===== config.mk =====
export PLATFORM = sky130hd
export DESIGN_NAME = prio_intc
export DESIGN_NICKNAME = d
export VERILOG_FILES = /design/src/rtl/intc_pkg.sv /design/src/rtl/intc_pending.sv /design/src/rtl/intc_prio_file.sv /design/src/rtl/intc_arbiter.sv /design/src/rtl/prio_intc.sv
export SDC_FILE = /design/constraint.sdc
export NUM_CORES = 2
export LEC_CHECK = 0
export BUFFER_PORTS_ARGS = -buffer_cell sky130_fd_sc_hd__buf_4
export CAP_MARGIN = 20
export CORE_AREA = 2 2 310 312
export DETAILED_ROUTE_END_ITERATION = 8
export DIE_AREA = 0 0 312 314
export GPL_TIMING_DRIVEN = 0
export PLACE_DENSITY = 0.73
export SLEW_MARGIN = 20
export SYNTH_ARGS = -nofsm -noshare
export SYNTH_HDL_FRONTEND = slang
export SYNTH_HIERARCHICAL = 1
export SYNTH_SLANG_ARGS = --single-unit

===== constraint.sdc =====
create_clock -name clk -period 95.6 [get_ports clk]
set_clock_uncertainty 0.2 [all_clocks]
set_input_delay 9.56 -clock clk [delete_from_list [all_inputs] [get_ports clk]]
set_output_delay 9.56 -clock clk [all_outputs]
set_load 0.01 [all_outputs]

===== src/rtl/intc_pkg.sv =====
package intc_pkg;
  localparam int unsigned BUS_W = 32;
  localparam int unsigned ADR_W = 6;

  localparam logic [ADR_W-1:0] A_CTRL     = 6'd0;
  localparam logic [ADR_W-1:0] A_MASK     = 6'd1;
  localparam logic [ADR_W-1:0] A_ENNUM    = 6'd2;
  localparam logic [ADR_W-1:0] A_DISNUM   = 6'd3;
  localparam logic [ADR_W-1:0] A_ENHI     = 6'd4;
  localparam logic [ADR_W-1:0] A_ENLO     = 6'd5;
  localparam logic [ADR_W-1:0] A_TYHI     = 6'd6;
  localparam logic [ADR_W-1:0] A_TYLO     = 6'd7;
  localparam logic [ADR_W-1:0] A_PRIO_LO  = 6'd8;
  localparam logic [ADR_W-1:0] A_PRIO_HI  = 6'd15;
  localparam logic [ADR_W-1:0] A_NVEC     = 6'd16;
  localparam logic [ADR_W-1:0] A_FVEC     = 6'd17;
  localparam logic [ADR_W-1:0] A_RAWHI    = 6'd18;
  localparam logic [ADR_W-1:0] A_RAWLO    = 6'd19;
  localparam logic [ADR_W-1:0] A_FRCHI    = 6'd20;
  localparam logic [ADR_W-1:0] A_FRCLO    = 6'd21;
  localparam logic [ADR_W-1:0] A_NPHI     = 6'd22;
  localparam logic [ADR_W-1:0] A_NPLO     = 6'd23;
  localparam logic [ADR_W-1:0] A_FPHI     = 6'd24;
  localparam logic [ADR_W-1:0] A_FPLO     = 6'd25;

  localparam logic [BUS_W-1:0] CTRL_KEEP  = 32'h017C_0000;
  localparam logic [BUS_W-1:0] VEC_EMPTY  = '1;
endpackage


===== src/rtl/intc_pending.sv =====
module intc_pending #(
  parameter int unsigned NSRC = 64,
  parameter int unsigned W    = 32,
  localparam int unsigned HALF = NSRC / 2,
  localparam int unsigned IW   = $clog2(NSRC)
) (
  input  logic            clk,
  input  logic            rst,
  input  logic [NSRC-1:0] src_in,
  input  logic            frc_hi,
  input  logic            frc_lo,
  input  logic [W-1:0]    frc_data,
  input  logic            ack,
  input  logic [IW-1:0]   ack_idx,
  output logic [NSRC-1:0] pending
);
  logic [NSRC-1:0] src_q;
  logic [NSRC-1:0] rise, fall, nxt;

  assign rise = src_in & ~src_q;
  assign fall = ~src_in & src_q;

  // force, then acknowledge clear, then line edges (edges have the last word)
  always_comb begin
    nxt = pending;
    if (frc_lo) nxt[HALF-1:0]    = frc_data[HALF-1:0];
    if (frc_hi) nxt[NSRC-1:HALF] = frc_data[HALF-1:0];
    if (ack)    nxt[ack_idx]     = 1'b0;
    nxt = (nxt | rise) & ~fall;
  end

  always_ff @(posedge clk) begin
    if (rst) begin
      src_q   <= '0;
      pending <= '0;
    end else begin
      src_q   <= src_in;
      pending <= nxt;
    end
  end
endmodule


===== src/rtl/intc_prio_file.sv =====
module intc_prio_file #(
  parameter int unsigned NSRC = 64,
  parameter int unsigned PW   = 4,
  parameter int unsigned W    = 32,
  localparam int unsigned PER   = W / PW,
  localparam int unsigned NWORD = NSRC / PER,
  localparam int unsigned XW    = $clog2(NWORD)
) (
  input  logic             clk,
  input  logic             rst,
  input  logic             we,
  input  logic [XW-1:0]    widx,
  input  logic [W-1:0]     wdata,
  input  logic [XW-1:0]    ridx,
  output logic [W-1:0]     rword,
  output logic [NSRC*PW-1:0] prio_flat
);
  logic [W-1:0] words [NWORD];

  always_ff @(posedge clk) begin
    if (rst) begin
      for (int w = 0; w < NWORD; w++) words[w] <= '0;
    end else if (we) begin
      words[widx] <= wdata;
    end
  end

  assign rword = words[ridx];

  for (genvar g = 0; g < NWORD; g++) begin : g_flat
    assign prio_flat[g*W +: W] = words[g];
  end
endmodule


===== src/rtl/intc_arbiter.sv =====
module intc_arbiter #(
  parameter int unsigned NSRC = 64,
  parameter int unsigned PW   = 4,
  localparam int unsigned IW  = $clog2(NSRC)
) (
  input  logic [NSRC-1:0]    norm_cand,
  input  logic [NSRC-1:0]    fast_cand,
  input  logic [NSRC*PW-1:0] prio_flat,
  output logic               norm_hit,
  output logic [IW-1:0]      norm_idx,
  output logic [PW-1:0]      norm_prio,
  output logic               fast_hit,
  output logic [IW-1:0]      fast_idx
);
  // ascending scan with >= : later (higher-numbered) sources win ties
  always_comb begin
    norm_hit  = 1'b0;
    norm_idx  = '0;
    norm_prio = '0;
    for (int i = 0; i < NSRC; i++) begin
      if (norm_cand[i] && (!norm_hit || prio_flat[i*PW +: PW] >= norm_prio)) begin
        norm_hit  = 1'b1;
        norm_idx  = IW'(i);
        norm_prio = prio_flat[i*PW +: PW];
      end
    end
  end

  // descending scan: the last assignment is the lowest-numbered source
  always_comb begin
    fast_hit = 1'b0;
    fast_idx = '0;
    for (int i = NSRC - 1; i >= 0; i--) begin
      if (fast_cand[i]) begin
        fast_hit = 1'b1;
        fast_idx = IW'(i);
      end
    end
  end
endmodule


===== src/rtl/prio_intc.sv =====
module prio_intc #(
  parameter int unsigned NSRC = 64,
  parameter int unsigned PW   = 4,
  localparam int unsigned W      = intc_pkg::BUS_W,
  localparam int unsigned AW     = intc_pkg::ADR_W,
  localparam int unsigned HALF   = NSRC / 2,
  localparam int unsigned IW     = $clog2(NSRC),
  localparam int unsigned MASK_W = PW + 1,
  localparam int unsigned NWORD  = NSRC / (W / PW),
  localparam int unsigned XW     = $clog2(NWORD)
) (
  input  logic            clk,
  input  logic            rst,
  input  logic [NSRC-1:0] src_in,
  input  logic [AW-1:0]   bus_addr,
  input  logic            bus_we,
  input  logic            bus_re,
  input  logic [W-1:0]    bus_wdata,
  output logic [W-1:0]    bus_rdata,
  output logic            irq_norm_o,
  output logic            irq_fast_o
);
  import intc_pkg::*;

  logic [NSRC-1:0]   pending, enable_q, ftype_q;
  logic [MASK_W-1:0] mask_q;
  logic [W-1:0]      ctrl_q;
  logic [NSRC-1:0]   nset, fset;
  logic [NSRC*PW-1:0] prio_flat;
  logic [W-1:0]      prio_word, rmux;
  logic              in_prio;
  logic [XW-1:0]     prio_sel;
  logic              norm_hit, fast_hit;
  logic [IW-1:0]     norm_idx, fast_idx;
  logic [PW-1:0]     norm_prio;
  logic              ack_n, ack_f;

  assign nset     = pending & enable_q & ~ftype_q;
  assign fset     = pending & enable_q & ftype_q;
  assign in_prio  = (bus_addr >= A_PRIO_LO) && (bus_addr <= A_PRIO_HI);
  assign prio_sel = XW'(A_PRIO_HI - bus_addr);
  assign ack_n    = bus_re && (bus_addr == A_NVEC) && norm_hit;
  assign ack_f    = bus_re && (bus_addr == A_FVEC) && fast_hit;

  intc_pending #(.NSRC(NSRC), .W(W)) u_pend (
    .clk(clk), .rst(rst), .src_in(src_in),
    .frc_hi(bus_we && bus_addr == A_FRCHI),
    .frc_lo(bus_we && bus_addr == A_FRCLO),
    .frc_data(bus_wdata),
    .ack(ack_n || ack_f),
    .ack_idx(ack_f ? fast_idx : norm_idx),
    .pending(pending)
  );

  intc_prio_file #(.NSRC(NSRC), .PW(PW), .W(W)) u_prio (
    .clk(clk), .rst(rst),
    .we(bus_we && in_prio), .widx(prio_sel), .wdata(bus_wdata),
    .ridx(prio_sel), .rword(prio_word), .prio_flat(prio_flat)
  );

  intc_arbiter #(.NSRC(NSRC), .PW(PW)) u_arb (
    .norm_cand(nset), .fast_cand(fset), .prio_flat(prio_flat),
    .norm_hit(norm_hit), .norm_idx(norm_idx), .norm_prio(norm_prio),
    .fast_hit(fast_hit), .fast_idx(fast_idx)
  );

  // register writes
  always_ff @(posedge clk) begin
    if (rst) begin
      enable_q <= '0;
      ftype_q  <= '0;
      mask_q   <= '1;
      ctrl_q   <= '0;
    end else if (bus_we) begin
      case (bus_addr)
        A_CTRL:   ctrl_q <= bus_wdata & CTRL_KEEP;
        A_MASK:   mask_q <= bus_wdata[MASK_W-1:0];
        A_ENNUM:  enable_q[bus_wdata[IW-1:0]] <= 1'b1;
        A_DISNUM: enable_q[bus_wdata[IW-1:0]] <= 1'b0;
        A_ENHI:   enable_q[NSRC-1:HALF] <= bus_wdata[HALF-1:0];
        A_ENLO:   enable_q[HALF-1:0]    <= bus_wdata[HALF-1:0];
        A_TYHI:   ftype_q[NSRC-1:HALF]  <= bus_wdata[HALF-1:0];
        A_TYLO:   ftype_q[HALF-1:0]     <= bus_wdata[HALF-1:0];
        default: ;
      endcase
    end
  end

  // read mux
  always_comb begin
    rmux = '0;
    if (in_prio) begin
      rmux = prio_word;
    end else begin
      case (bus_addr)
        A_CTRL:  rmux = ctrl_q;
        A_MASK:  rmux = W'(mask_q);
        A_ENHI:  rmux = W'(enable_q[NSRC-1:HALF]);
        A_ENLO:  rmux = W'(enable_q[HALF-1:0]);
        A_TYHI:  rmux = W'(ftype_q[NSRC-1:HALF]);
        A_TYLO:  rmux = W'(ftype_q[HALF-1:0]);
        A_NVEC:  rmux = norm_hit ? {16'(norm_idx), 16'(norm_prio)} : VEC_EMPTY;
        A_FVEC:  rmux = fast_hit ? W'(fast_idx) : VEC_EMPTY;
        A_RAWHI: rmux = W'(pending[NSRC-1:HALF]);
        A_RAWLO: rmux = W'(pending[HALF-1:0]);
        A_NPHI:  rmux = W'(nset[NSRC-1:HALF]);
        A_NPLO:  rmux = W'(nset[HALF-1:0]);
        A_FPHI:  rmux = W'(fset[NSRC-1:HALF]);
        A_FPLO:  rmux = W'(fset[HALF-1:0]);
        default: rmux = '0;
      endcase
    end
  end

  always_ff @(posedge clk) begin
    if (rst) begin
      bus_rdata  <= '0;
      irq_norm_o <= 1'b0;
      irq_fast_o <= 1'b0;
    end else begin
      if (bus_re) bus_rdata <= rmux;
      irq_fast_o <= |fset;
      irq_norm_o <= (&mask_q) ? (|nset)
                              : (norm_hit && ({1'b0, norm_prio} > mask_q));
    end
  end
endmodule


==> flow_metrics.tcl <==
set metrics [dict create \
    hold_viol_final 0 \
    cp_slowest_stage_delay_ns 0.57 \
    synthTopCellsByCount "nor2_1, nand2_1, nor3_1, dfxtp_1, a21oi_1" \
    cts_sinks 557 \
    drtIter0Drc 7082 \
    ioPinCount 140 \
    async_flop_share 0 \
    path_common_cell "ha_1" \
    synth-seq-cells 557 \
    grt_pass1_vias 41900 \
    rrSetupSlack_ns 2.38 \
    dr.pass1.iters 8 \
    dpl.hpwl_mm 171 \
    fp.dieArea_mm2 0.0980 \
    synthFlopType "dfxtp_1" \
    synth-edff-count 256 \
    drcViolationCount 0 \
    cp.required_ns 95.90 \
    yosys.area.top_type "edfxtp_1" \
    clock-root-buffer "clkbuf_16" \
    synth_cell_type_count 131 \
    synthesis.area_mm2 0.0422 \
    p_leak_uw 0.0190 \
    stdcell_area_mm2 0.0514 \
    grt_pass1_wl_mm 299 \
    die_h_um 314 \
    fp.dieW_um 312 \
    final_net_count 5701 \
    cts_hold_buf 0 \
    initial_utilization 0.447 \
    rows 113 \
    routed-via-count 46000 \
    routed_wl_mm 219 \
    synth_top_area_frac 0.182 \
    fin_util 0.544 \
    cts_max_level 2 \
    cp_data_arrival_time_ns 93.52 \
    dp_worst_setup_slack_ns -16.01 \
    clk_latency_ns 0.67 \
    worstMarginPinSlew_ns 1.28 \
    r2r_start "u_pend/pending[0]" \
    grtUsageTotal 0.423 \
    synth_nets 5292 \
    syn_inst 4985 \
    cts_tree "yes" \
    cp-end-kind "flop" \
    via_per_inst 6.86 \
    hold_path.class "flop to flop" \
    cp-start-kind "flop" \
    seq_area_frac_synth 0.325 \
    min_from "ctrl_q[20]" \
    grt_overflow 0 \
    clk_pin_slew_ns 0.07 \
    antenna_found_initial 7 \
    worstPathMaxFanout 10 \
    wl_per_cell_um 32.7 \
    status "finished, final reports clean" \
    cp-startpoint "u_pend/pending[0]" \
    post-route-min-period_ns 93.22 \
    drtAntennaViolNets 0 \
    synth.most_common_cell "nor2_1" \
    synth_warnings 6 \
    slew_headroom 0.143 \
    maxCapViolCount 0 \
    min_period_over_period 0.975 \
    synth_area_leaders "edfxtp_1, dfxtp_1, ha_1, nor3_1, nor2_1" \
    area_growth_pct 21.6 \
    postSynthAreaPerCell_um2 8.47 \
    clockBufferDepth 3 \
    slew_viol_final 0 \
    gp_congestion 1.11 \
    finalWorstSetupSlack_ns 2.38 \
    io_buffer_count 138 \
    drive_gt1_frac 0.227 \
    ir_worst_vdd_mv 0.0155 \
    core_mm2 0.0944 \
    finalSetupViolCount 0 \
    path_class "flop to flop" \
    tritoncts.num_buffers 60 \
    slowest_stage "a21oi_1" \
    dpl_cell_area_mm2 0.0452 \
    grt_max_degree 31 \
    fmax_mhz 10.7 \
    powerDensity_mw_per_mm2 15.2 \
]
[logic make-up (layout without fill, tap and decap cells)]
logic type | after synthesis | in the layout | synth area share
simple gates | 2029 | 2029 | 0.240
mux | 214 | 214 | 0.0750
fa+ha+maj | 214 | 214 | 0.0627
buf+inv | 522 | 981 | 0.0520
other cells | 0 | 6 | 0
compound gates | 1449 | 1450 | 0.246
flops | 557 | 557 | 0.325
[path summary, 6_finish.rpt]
check        cells after the start         end
min reg2reg                      2  ctrl_q[20]
max reg2reg                    499  irq_norm_o
max                            499  irq_norm_o
min                              2  ctrl_q[20]
[area by class of cell]
| class | count | area [um^2] |
|---|---|---|
| plain buffers | 255 | 1250 |
| inverters | 247 | 931 |
| repair buffers | 366 | 2930 |
| clock inverters | 37 | 422 |
| clock buffers | 76 | 1670 |
| multi-input cells | 3907 | 28800 |
| flip-flops and latches | 557 | 13700 |
| diodes | 6 | 15.0 |
| well taps | 1265 | 1580 |
| fillers | 8796 | 43100 |
[critical path, delay by kind of cell, from the launching register on]
family	cells	cell delay, ns
muxes	13	3.74
DFF	1	0.39
adders and majority gates	74	20.43
buffers and inverters	41	4.82
and+or+nand+nor	143	21.24
AOI/OAI and AO/OA	228	41.98
[registers in the layout, indices dropped and copies added, names as in the netlist]
register,cells
u_prio/words,256
bus_rdata,32
u_pend/src_q,64
mask_q,5
ftype_q,64
ctrl_q,6
irq_norm_o,1
irq_fast_o,1
enable_q,64
u_pend/pending,64
[stage by stage]
stage | hold slack, ns | total power [uW] | std cells | setup TNS (ns)
floorplan | 0.236 | 400 | 4985 | 0
global placement | 0.243 | 471 | 6388 | -1354.51
detailed placement | 0.249 | 475 | 6400 | -1352.31
CTS | 0.258 | 738 | 6589 | 0
global route | 0.276 | 801 | 6710 | -68.56
finish | 0.260 | 780 | 6716 | 0
[power by group]
group          switching [uW]  leakage [uW]  internal (uW)  total (uW)
clock                     109       0.00103            144         253
sequential               20.9       0.00491            261         282
combinational             144        0.0131            101         245
[layout by cell type, fill, tap and decap left out, drive strengths merged, types with 51 or more instances in the layout]
| cell type | netlist | routed |
|---|---|---|
| o21a | 51 | 51 |
| a21oi | 269 | 269 |
| a22oi | 67 | 67 |
| dfxtp | 301 | 301 |
| nand2b | 154 | 154 |
| ha | 201 | 201 |
| nor2b | 94 | 94 |
| o221ai | 72 | 72 |
| and3 | 100 | 100 |
| nor3 | 393 | 393 |
| o21ai | 250 | 251 |
| clkbuf | 151 | 205 |
| edfxtp | 256 | 256 |
| a211oi | 148 | 148 |
| a21o | 69 | 69 |
| mux4 | 64 | 64 |
| and2 | 51 | 51 |
| mux2 | 123 | 123 |
| nand3 | 76 | 76 |
| nand2 | 431 | 431 |
| clkinv | 33 | 52 |
| buf | 124 | 492 |
| nor2 | 501 | 501 |
| inv | 214 | 219 |
| nor4 | 64 | 64 |
[metal layers]
| metal | routed length, um | up-vias | global-route usage |
|---|---|---|---|
| met5 | 31 | - | 0 |
| met4 | 21300 | 4 | 0.332 |
| met3 | 25100 | 872 | 0.0872 |
| met2 | 94700 | 3288 | 0.657 |
| met1 | 78200 | 22100 | 0.514 |
| li1 | - | 19800 | - |
[what timing repair did]
action	4_1_cts	5_1_grt
resized for setup	217	355
setup buffers	90	121
cloned	0	3
endpoints found under the hold margin	0	0
pin swaps	58	228
setup endpoints to repair	97	97
Note: power is estimated with default switching activity, not from simulation.
